`config.mk`:
```
export PLATFORM = sky130hd
export DESIGN_NAME = zs_acq_seq
export DESIGN_NICKNAME = d
export VERILOG_FILES = /design/src/rtl/zs_acq_pkg.sv /design/src/rtl/zs_edge_det.sv /design/src/rtl/zs_dly_timer.sv /design/src/rtl/zs_chan_store.sv /design/src/rtl/zs_acq_seq.sv
export SDC_FILE = /design/constraint.sdc
export NUM_CORES = 1
export LEC_CHECK = 0
export BUFFER_PORTS_ARGS = -buffer_cell sky130_fd_sc_hd__buf_4
export CELL_PAD_IN_SITES_DETAIL_PLACEMENT = 0
export CELL_PAD_IN_SITES_GLOBAL_PLACEMENT = 1
export CORE_MARGIN = 2
export CORE_UTILIZATION = 40
export CTS_CLUSTER_DIAMETER = 100
export DETAILED_ROUTE_END_ITERATION = 7
export HOLD_SLACK_MARGIN = 0.03
export PLACE_DENSITY = 0.74
export SLEW_MARGIN = 5
export SYNTH_ARGS = -nofsm -noshare
export SYNTH_HDL_FRONTEND = slang
export SYNTH_SLANG_ARGS = --single-unit
```
`constraint.sdc`:
```
create_clock -name clk -period 12.9 [get_ports clk]
set_input_delay 0.645 -clock clk [delete_from_list [all_inputs] [get_ports clk]]
set_output_delay 0.645 -clock clk [all_outputs]
set_load 0.02 [all_outputs]
```
`src/rtl/zs_acq_pkg.sv`:
```
package zs_acq_pkg;

   typedef enum logic [2:0] {
      S_IDLE,
      S_TRACK,
      S_DELAY,
      S_SCAN,
      S_HDR,
      S_DATA,
      S_DONE
   } seq_state_t;

   // settling time in clock cycles for a given (already saturated) code
   function automatic int unsigned settle_cycles(input int unsigned code,
                                                 input int unsigned base_ns,
                                                 input int unsigned step_ns,
                                                 input int unsigned clk_ns);
      return (base_ns + step_ns * code) / clk_ns;
   endfunction

endpackage

```
`src/rtl/zs_edge_det.sv`:
```
module zs_edge_det (
   input  logic clk,
   input  logic rst_n,
   input  logic sig_i,
   output logic rise_o,
   output logic fall_o
);
   logic sig_q;

   always_ff @(posedge clk) begin
      if (!rst_n) sig_q <= 1'b0;
      else        sig_q <= sig_i;
   end

   assign rise_o = sig_i & ~sig_q;
   assign fall_o = ~sig_i & sig_q;
endmodule

```
`src/rtl/zs_dly_timer.sv`:
```
module zs_dly_timer
   import zs_acq_pkg::*;
#(
   parameter int unsigned CODE_W   = 4,
   parameter int unsigned MAX_CODE = 8,
   parameter int unsigned BASE_NS  = 700,
   parameter int unsigned STEP_NS  = 500,
   parameter int unsigned CLK_NS   = 5
) (
   input  logic              clk,
   input  logic              rst_n,
   input  logic              load_i,
   input  logic              abort_i,
   input  logic [CODE_W-1:0] code_i,
   output logic              done_o
);
   localparam int unsigned MAX_CYC = settle_cycles(MAX_CODE, BASE_NS, STEP_NS, CLK_NS);
   localparam int unsigned CNT_W   = $clog2(MAX_CYC + 1);

   if (settle_cycles(0, BASE_NS, STEP_NS, CLK_NS) < 1) begin : g_bad_clk
      $error("zs_dly_timer: clock period too long for the minimum delay");
   end

   logic [CNT_W-1:0] cnt_q;
   logic             run_q;
   logic [CODE_W-1:0] code_sat;
   logic [CNT_W-1:0] load_val;

   always_comb begin
      code_sat = (int'(code_i) > int'(MAX_CODE)) ? CODE_W'(MAX_CODE) : code_i;
      load_val = CNT_W'(settle_cycles(int'(code_sat), BASE_NS, STEP_NS, CLK_NS) - 1);
   end

   always_ff @(posedge clk) begin
      if (!rst_n || abort_i) begin
         run_q <= 1'b0;
         cnt_q <= '0;
      end else if (load_i) begin
         run_q <= 1'b1;
         cnt_q <= load_val;
      end else if (run_q) begin
         if (cnt_q == '0) run_q <= 1'b0;
         else             cnt_q <= cnt_q - 1'b1;
      end
   end

   assign done_o = run_q && (cnt_q == '0);
endmodule

```
`src/rtl/zs_chan_store.sv`:
```
module zs_chan_store #(
   parameter int unsigned N_CH  = 8,
   parameter int unsigned SMP_W = 12,
   parameter int unsigned THR_W = 8,
   localparam int unsigned CH_W = $clog2(N_CH)
) (
   input  logic             clk,
   input  logic             rst_n,
   input  logic             clr_i,
   input  logic             wr_i,
   input  logic [CH_W-1:0]  wr_ch_i,
   input  logic [SMP_W-1:0] wr_data_i,
   input  logic [THR_W-1:0] thr_lo_i,
   input  logic [THR_W-1:0] thr_hi_i,
   input  logic [CH_W-1:0]  rd_ch_i,
   output logic [SMP_W-1:0] rd_data_o,
   output logic [N_CH-1:0]  qual_o,
   output logic [CH_W:0]    n_qual_o
);
   if (THR_W > SMP_W) begin : g_bad_thr
      $error("zs_chan_store: threshold wider than sample");
   end

   logic [THR_W-1:0] coarse;
   logic             in_win;
   logic [SMP_W-1:0] smp_q [N_CH];
   logic [N_CH-1:0]  qual_q;

   assign coarse = wr_data_i[SMP_W-1 -: THR_W];
   assign in_win = (coarse > thr_lo_i) && (coarse < thr_hi_i);

   for (genvar i = 0; i < N_CH; i++) begin : g_ch
      always_ff @(posedge clk) begin
         if (!rst_n || clr_i) begin
            qual_q[i] <= 1'b0;
            smp_q[i]  <= '0;
         end else if (wr_i && (wr_ch_i == CH_W'(i))) begin
            qual_q[i] <= in_win;
            smp_q[i]  <= wr_data_i;
         end
      end
   end

   always_comb begin
      n_qual_o = '0;
      for (int i = 0; i < N_CH; i++) n_qual_o = n_qual_o + (CH_W+1)'(qual_q[i]);
   end

   assign rd_data_o = smp_q[rd_ch_i];
   assign qual_o    = qual_q;
endmodule

```
`src/rtl/zs_acq_seq.sv`:
```
module zs_acq_seq
   import zs_acq_pkg::*;
#(
   parameter int unsigned N_CH     = 8,
   parameter int unsigned SMP_W    = 12,
   parameter int unsigned THR_W    = 8,
   parameter int unsigned EVT_W    = 12,
   parameter int unsigned CODE_W   = 4,
   parameter int unsigned MAX_CODE = 8,
   parameter int unsigned BASE_NS  = 700,
   parameter int unsigned STEP_NS  = 500,
   parameter int unsigned CLK_NS   = 5,
   localparam int unsigned CH_W    = $clog2(N_CH),
   localparam int unsigned WORD_W  = 1 + EVT_W + CH_W
) (
   input  logic              clk,
   input  logic              rst_n,
   input  logic              gate_i,
   input  logic              rst_pulse_i,
   input  logic              fc_mode_i,
   input  logic              mask_ld_i,
   input  logic [N_CH-1:0]   mask_i,
   input  logic              dly_ld_i,
   input  logic [CODE_W-1:0] dly_code_i,
   input  logic [THR_W-1:0]  thr_lo_i,
   input  logic [THR_W-1:0]  thr_hi_i,
   output logic              smp_req_o,
   output logic [CH_W-1:0]   smp_ch_o,
   input  logic              smp_ack_i,
   input  logic [SMP_W-1:0]  smp_data_i,
   input  logic              fifo_hold_i,
   output logic              fifo_we_o,
   output logic [WORD_W-1:0] fifo_wdata_o,
   output logic              busy_o,
   output logic              peak_track_o,
   output logic [EVT_W-1:0]  evt_cnt_o
);
   if (WORD_W != 1 + CH_W + SMP_W) begin : g_bad_word
      $error("zs_acq_seq: header and data words differ in width");
   end
   if (N_CH != (1 << CH_W)) begin : g_bad_nch
      $error("zs_acq_seq: channel count must be a power of two");
   end

   seq_state_t        state_q;
   logic [CH_W-1:0]   ch_q;
   logic [N_CH-1:0]   mask_q;
   logic [CODE_W-1:0] code_q;
   logic [EVT_W-1:0]  evt_q;

   logic gate_rise, gate_fall;
   logic hard_rst, fast_clr, accept, timer_load, timer_done;
   logic ch_last, scan_step;
   logic [SMP_W-1:0] rd_data;
   logic [N_CH-1:0]  qual;
   logic [CH_W:0]    n_qual;

   zs_edge_det u_gate (
      .clk    (clk),
      .rst_n  (rst_n),
      .sig_i  (gate_i),
      .rise_o (gate_rise),
      .fall_o (gate_fall)
   );

   zs_dly_timer #(
      .CODE_W   (CODE_W),
      .MAX_CODE (MAX_CODE),
      .BASE_NS  (BASE_NS),
      .STEP_NS  (STEP_NS),
      .CLK_NS   (CLK_NS)
   ) u_timer (
      .clk     (clk),
      .rst_n   (rst_n),
      .load_i  (timer_load),
      .abort_i (hard_rst | fast_clr),
      .code_i  (code_q),
      .done_o  (timer_done)
   );

   zs_chan_store #(
      .N_CH  (N_CH),
      .SMP_W (SMP_W),
      .THR_W (THR_W)
   ) u_store (
      .clk       (clk),
      .rst_n     (rst_n),
      .clr_i     (accept),
      .wr_i      (state_q == S_SCAN && smp_ack_i && mask_q[ch_q]),
      .wr_ch_i   (ch_q),
      .wr_data_i (smp_data_i),
      .thr_lo_i  (thr_lo_i),
      .thr_hi_i  (thr_hi_i),
      .rd_ch_i   (ch_q),
      .rd_data_o (rd_data),
      .qual_o    (qual),
      .n_qual_o  (n_qual)
   );

   assign hard_rst   = rst_pulse_i && !fc_mode_i;
   assign fast_clr   = rst_pulse_i && fc_mode_i && (state_q == S_DELAY);
   assign accept     = (state_q == S_IDLE) && gate_rise && !fifo_hold_i && (|mask_q);
   assign timer_load = (state_q == S_TRACK) && !gate_i && !hard_rst;
   assign ch_last    = (ch_q == CH_W'(N_CH - 1));
   assign scan_step  = !mask_q[ch_q] || smp_ack_i;

   // configuration held locally so that a reset-mode pulse can clear it
   always_ff @(posedge clk) begin
      if (!rst_n || hard_rst) begin
         mask_q <= '0;
         code_q <= '0;
      end else begin
         if (mask_ld_i) mask_q <= mask_i;
         if (dly_ld_i)  code_q <= dly_code_i;
      end
   end

   always_ff @(posedge clk) begin
      if (!rst_n || hard_rst) begin
         state_q <= S_IDLE;
         ch_q    <= '0;
         evt_q   <= '0;
      end else if (fast_clr) begin
         state_q <= S_IDLE;
      end else begin
         case (state_q)
            S_IDLE:  if (accept) state_q <= S_TRACK;
            S_TRACK: if (!gate_i) state_q <= S_DELAY;
            S_DELAY: if (timer_done) begin
               state_q <= S_SCAN;
               ch_q    <= '0;
            end
            S_SCAN:  if (scan_step) begin
               if (ch_last) state_q <= S_HDR;
               ch_q <= ch_q + 1'b1;
            end
            S_HDR: begin
               state_q <= (n_qual != '0) ? S_DATA : S_DONE;
               ch_q    <= '0;
            end
            S_DATA: begin
               if (ch_last) state_q <= S_DONE;
               ch_q <= ch_q + 1'b1;
            end
            S_DONE: begin
               evt_q   <= evt_q + 1'b1;
               state_q <= S_IDLE;
            end
            default: state_q <= S_IDLE;
         endcase
      end
   end

   always_comb begin
      fifo_we_o    = 1'b0;
      fifo_wdata_o = '0;
      if (state_q == S_HDR && n_qual != '0) begin
         fifo_we_o    = 1'b1;
         fifo_wdata_o = {1'b1, evt_q, CH_W'(n_qual - 1'b1)};
      end else if (state_q == S_DATA && qual[ch_q]) begin
         fifo_we_o    = 1'b1;
         fifo_wdata_o = {1'b0, ch_q, rd_data};
      end
   end

   assign smp_req_o    = (state_q == S_SCAN) && mask_q[ch_q];
   assign smp_ch_o     = ch_q;
   assign busy_o       = fifo_hold_i || (state_q != S_IDLE && state_q != S_TRACK);
   assign peak_track_o = (state_q == S_TRACK);
   assign evt_cnt_o    = evt_q;

   // gate_fall is kept for edge symmetry; the sequence keys off the level
   logic unused_fall;
   assign unused_fall = gate_fall;
endmodule

```
* Yosys cells after proc, flatten, opt, wreduce, memory -nomap -nowiden
Memory sizes are Yosys's and may differ from the RTL's. A register that Yosys moved wholly into a read port is not among the register bits.
Cells that the tools add are included.
** Word-level totals
- Register bits :: 50
- RAM bits :: 96
- Memories kept :: 1
** Memories
- u_store.smp_q :: depth 8, width 12, rd ports 1, clocked after Yosys merged registers in 1, wr ports 8, RTL line zs_chan_store.sv:26 : logic [SMP_W-1:0] smp_q [N_CH];
** Operators by class
- Add/subtract/negate cells :: 13
- $mul :: 1
- Divide/modulo/power cells :: 1
- Order comparisons :: 4
- Equal/unequal tests :: 21
- Multiplexer cells :: 62
- Bitwise logic cells :: 12
- Reductions and logical operators :: 48
** Operator list (count)
- two-way mux 12 bit :: 8
- two-way mux 1 bit :: 33
- divider 32 x 3 -> 32 bit (second input constant) :: 1
- two-way mux 10 bit :: 3
- two-way mux 3 bit :: 10
- adder 4 x 1 -> 4 bit :: 6
- logical AND 1 bit :: 24
- equality test 3 bit (second input constant) :: 7
- subtractor 10 x 1 -> 10 bit (second input constant) :: 2
- one-hot mux 3 bit (6 select lines) :: 1
- two-way mux 16 bit :: 1
- two-way mux 15 bit :: 1
- adder 10 x 13 -> 14 bit (first input constant) :: 1
- adder 12 x 1 -> 12 bit (second input constant) :: 1
- equality test 3 x 2 -> 1 bit (second input constant) :: 4
- inequality test 2 bit (second input constant) :: 6
- one-hot mux 3 bit (4 select lines) :: 1
- multiplier 7 x 4 -> 11 bit (first input constant) :: 1
- zero test 10 bit :: 1
- bitwise OR 1 bit :: 9
- > comparator 8 bit :: 1
- less-than comparator 8 bit :: 1
- nonzero test 4 bit :: 2
- OR reduction 8 bit :: 1
- other kinds (22) :: 36

* Longest topological paths before layout
- Word-level depth :: 10
- Gate-level depth with buffers :: 52
- Depth with buffers taken out :: 44

* Modules after synthesis
Synthesis repeated with hierarchy kept, for this count alone.
** Unflattened totals
- Cell total of the unflattened synthesis :: 1271
- Area, all modules :: 11965.2 um2
** By module, submodules not included
- zs_chan_store :: times used 1, cells an instance 369, area an instance 5260.0 um2
- zs_dly_timer :: times used 1, cells an instance 690, area an instance 4869.7 um2
- zs_acq_seq :: times used 1, cells an instance 208, area an instance 1796.7 um2
- zs_edge_det :: times used 1, cells an instance 4, area an instance 38.8 um2

* Worst setup path after synthesis
OpenSTA, ideal clock, no wires.
- Path type :: register to register
- Start point :: register code_q[3]
- End point :: register u_timer.cnt_q[8]
- Setup time :: 0.086 ns
- Arrival time :: 10.659 ns
- Required time :: 12.814 ns
- Setup slack :: 2.155 ns
- Stages on the path, launching flop included :: 45
- Buffers on the path :: 5
- Period minus slack after synthesis :: 10.745 ns
- Cells stage by stage :: dfxtp_1 -> buf_2 -> nor2_1 -> inv_1 -> clkbuf_1 -> ha_1 -> inv_1 -> fa_1 -> ha_1 -> nor2_1 -> a211oi_1 -> o31ai_1 -> or2_1 -> buf_2 -> o32a_1 -> nor2_1 -> nand2b_1 -> ha_1 -> [9 not listed] -> and3_4 -> o311a_4 -> or4_4 -> a22oi_4 -> and3_1 -> buf_4 -> nor3b_1 -> xor2_1 -> a311o_1 -> a2111oi_2 -> a21oi_2 -> o21ai_0 -> ha_1 -> o21ai_0 -> nor3_1 -> nand3_1 -> xnor2_1 -> a211oi_1
** On the way
- Word-level cells in the longest chain between the ends :: 7
** RTL lines
- start, declared :: RTL line zs_acq_seq.sv:48 : logic [CODE_W-1:0] code_q;
- start signal, assigned :: RTL line zs_acq_seq.sv:114 : if (dly_ld_i) code_q <= dly_code_i;
- > comparator 4 bit :: RTL line zs_dly_timer.sv:30 : code_sat = (int'(code_i) > int'(MAX_CODE)) ? CODE_W'(MAX_CODE) : code_i;
- two-way mux 4 bit (*) :: RTL line zs_dly_timer.sv:30
- multiplier 7 x 4 -> 11 bit (*) :: RTL line zs_acq_pkg.sv:18 : return (base_ns + step_ns * code) / clk_ns;
- adder 10 x 13 -> 14 bit (*) :: RTL line zs_acq_pkg.sv:18
- divider 32 x 3 -> 32 bit (*) :: RTL line zs_acq_pkg.sv:18
- subtractor 10 x 1 -> 10 bit (*) :: RTL line zs_dly_timer.sv:31 : load_val = CNT_W'(settle_cycles(int'(code_sat), BASE_NS, STEP_NS, CLK_NS) - 1);
- two-way mux 10 bit (*) :: RTL line zs_dly_timer.sv:38 : end else if (load_i) begin
- end signal, assigned :: RTL line zs_dly_timer.sv:40 : cnt_q <= load_val;
- end signal, assigned :: RTL line zs_dly_timer.sv:43 : else cnt_q <= cnt_q - 1'b1;
- end, declared :: RTL line zs_dly_timer.sv:24 : logic [CNT_W-1:0] cnt_q;
Every way passes the cells marked *; elsewhere a longest branch is shown, timed or not.
A chain may end at the register's enable or synchronous reset.

* Final worst setup path
Same ends and word-level chain as after synthesis.

==> flow_summary.ini <==
[outcome]
status = finished clean

[detailed_routing]
drt_iter0_drc = 975
vias = 10206
postRouteAntennaNets = 0
wl_per_cell_um = 20.2
viasPerCell = 6.00
drt_pre_antenna_iters = 5
wl_mm = 34.4
drc_errors = 0

[floorplan]
core_area_mm2 = 0.0287
placementRows = 62
fp.dieH_um = 175
start_util = 0.406
io_pins = 84
dieArea_mm2 = 0.0305
fp.dieW_um = 175

[global_routing]
antenna_found_initial = 0
grt.overflow.total = 0
grt_max_degree = 39
grt_pass1_wl_mm = 54.9
grtUsageTotal = 0.226
grt_pass1_vias = 9869

[worst_setup_path]
cp.required_ns = 13.23
critPathSlowestCell = fa_1
critPathLaunchType = flip-flop
cp_max_fo = 11
critPathArrivalTime_ns = 12.09
max_stage_delay_ns = 0.56
cp-end-kind = flip-flop
critPathKind = flip-flop to flip-flop

[clocking]
numCtsBuffers = 17
cts_tree = built
post_cts_resized = 0
clock_latency_ns = 0.42
postCtsSetupBuffers = 0
holdBufCountCts = 0
cts-root-buf = clkbuf_16
clk_pin_slew_ns = 0.07
cts-htree-levels = 4
clock_path_buffers = 2
clock-sinks = 149

[synth]
syn-mean-instance-area_um2 = 9.31
synth_cells = 1251
async_flop_share = 0
synth-edff-count = 96
yosysSeqAreaShare = 0.338
synth_seq_cells = 149
yosys_warnings = 0
syn_area_mm2 = 0.0117
synth_ff_type = edfxtp_1
synth.distinct_cells = 116
syn_nets = 1354

[pwr]
p_comb_frac = 0.461
powerDensity_mw_per_mm2 = 146
p_sw_w = 0.000790
vdd_ir_drop_max_uv = 75.3
clkPwrFrac = 0.261
p_seq_frac = 0.278
internal_power_w = 0.00115
swShare = 0.408
finalPower_w = 0.00194
cellLeakagePower_nw = 5.19

[timing]
slew_headroom = 0.278
min_period_ns = 11.75
setup_viol = 0
setup_tns_ns = 0
hold_slack_ns = 0.456
fmax_mhz = 85.1
tightest_slew_ns = 1.08
drv_slew = 0
rsz0062_at_grt = no
skew_ns = 0.00928
hold_violations = 0
fin_crit_sh = 0.911

[place]
numPortBuffers = 83
finalWeightedCongestion = 0.912
dp_hpwl_mm = 25.3
dp.cells = 1668
post_dp_cell_area_mm2 = 0.0126

[cells_and_area]
seq_area_mm2 = 0.00395
drive_above_1_share = 0.172
antenna_cells = 0
fin_area_mm2 = 0.0132
fin_cells = 1700
fin_nets = 1406
multi_input_area_mm2 = 0.00724
area_growth_pct = 13.5
fillCellCount = 2809

[hold_path]
hp-class = input port to flip-flop

[flow_run]
max-cap-violations = 0
[stage by stage]
stage | setup slack, ns | util
global placement | 1.02 | 0.439
floorplan | 2.16 | -
detailed placement | 0.809 | 0.439
finish | 1.15 | 0.461
CTS | 0.745 | 0.460
global route | 0.0396 | 0.461
[state kept, by name, summed over array words and instances (netlist names), named ones only]
name            cells
u_timer.cnt_q      10
u_gate.sig_q        1
u_store.smp_q      96
evt_cnt_o          12
smp_ch_o            3
code_q              4
state_q             3
u_store.qual_o      8
mask_q              8
u_timer.run_q       1
[synthesized netlist by cell type, types with 6 or more instances]
cell type,n,share of area
mux2i_1,32,0.027
o21ai_1,7,0.0030
nor2b_1,9,0.0048
a21oi_1,51,0.022
inv_1,51,0.016
nand3_1,35,0.015
dfxtp_1,53,0.091
nand4_1,9,0.0048
o21a_1,9,0.0058
o311ai_0,6,0.0045
edfxtp_1,96,0.25
o21ai_0,59,0.025
a31oi_1,17,0.0091
nand2_1,94,0.030
fa_1,9,0.015
a22oi_1,7,0.0045
clkbuf_1,47,0.015
and3_1,74,0.040
nor3_1,42,0.018
nor4_1,9,0.0048
nor2_1,109,0.035
xor2_1,18,0.014
a21o_1,12,0.0077
o211ai_1,10,0.0064
ha_1,45,0.048
and2_1,52,0.028
buf_2,11,0.0047
o31ai_1,11,0.0071
nand2b_1,15,0.0081
or3_1,9,0.0048
a211oi_1,16,0.010
mux4_2,28,0.054
xnor2_1,26,0.020
[worst max-delay path, delay by kind of cell (launching register included)]
| family | cells | cell delay (ns) |
|---|---|---|
| buffers and inverters | 3 | 0.30 |
| AOI/OAI and AO/OA | 16 | 4.31 |
| DFF | 1 | 0.55 |
| and+or+nand+nor | 14 | 3.46 |
| adders and majority gates | 5 | 1.86 |
| muxes | 1 | 0.51 |
| xor gates and xnor gates | 3 | 0.67 |
[layout by cell type, fill, tap and decap left out, types with 26 or more instances in the layout]
master and count:
and3_1 74, edfxtp_1 96, buf_4 101, nor2_1 108
inv_1 51, a21oi_1 51, nand2_1 94, ha_1 45
mux4_2 28, mux2i_1 32, nand3_1 35, dfxtp_1 52
xnor2_1 26, o21ai_0 59, and2_1 52, nor3_1 39
[worst paths after layout]
kind	start	to	slack [ns]	cells after the start
worst max-delay path	code_q[3]	u_timer.cnt_q[8]	1.15	42
worst min-delay path	mask_i[5]	mask_q[5]	0.46	3
worst max register to register	code_q[3]	u_timer.cnt_q[8]	1.15	42
worst min register to register	u_store.qual_o[0]	u_store.qual_o[0]	0.48	2
[layout make-up]
type                            count  share of cell area
Clock buffer                       17              0.0322
Clock inverter                     15              0.0129
Inverter                           54              0.0153
Multi-Input combinational cell    980               0.548
Sequential cell                   149               0.298
Tap cell                          384              0.0363
Timing Repair Buffer              101              0.0573
[kinds of logic (layout without fill, tap and decap cells)]
| family | count (synthesis) | count (layout) | synth area share |
|---|---|---|---|
| AND/OR/NAND/NOR | 501 | 501 | 0.228 |
| AO/OA/AOI/OAI | 316 | 316 | 0.206 |
| flip-flops | 149 | 149 | 0.338 |
| buffers and inverters | 122 | 187 | 0.0431 |
| multiplexers | 61 | 61 | 0.0826 |
| adder cells (fa/ha/maj) | 55 | 55 | 0.0646 |
| XOR/XNOR | 46 | 46 | 0.0364 |
| other | 1 | 1 | 0.000322 |
[power by group through the flow]
stage	clock, W	sequential (W)	combinational, W
after floorplan	0	0.000543	0.000663
after global placement	0	0.000549	0.000880
after detailed placement	0	0.000549	0.000870
after CTS	0.000510	0.000539	0.000876
after global routing	0.000527	0.000541	0.000976
final	0.000505	0.000539	0.000893
[per-layer routing]
metal / global-route usage / part of all wire
met1: 0.303 / 0.45
met2: 0.379 / 0.48
met3: 0.0294 / 0.050
met4: 0.0705 / 0.026
met5: 0 / 0
Note: power is estimated with default switching activity, not from simulation.
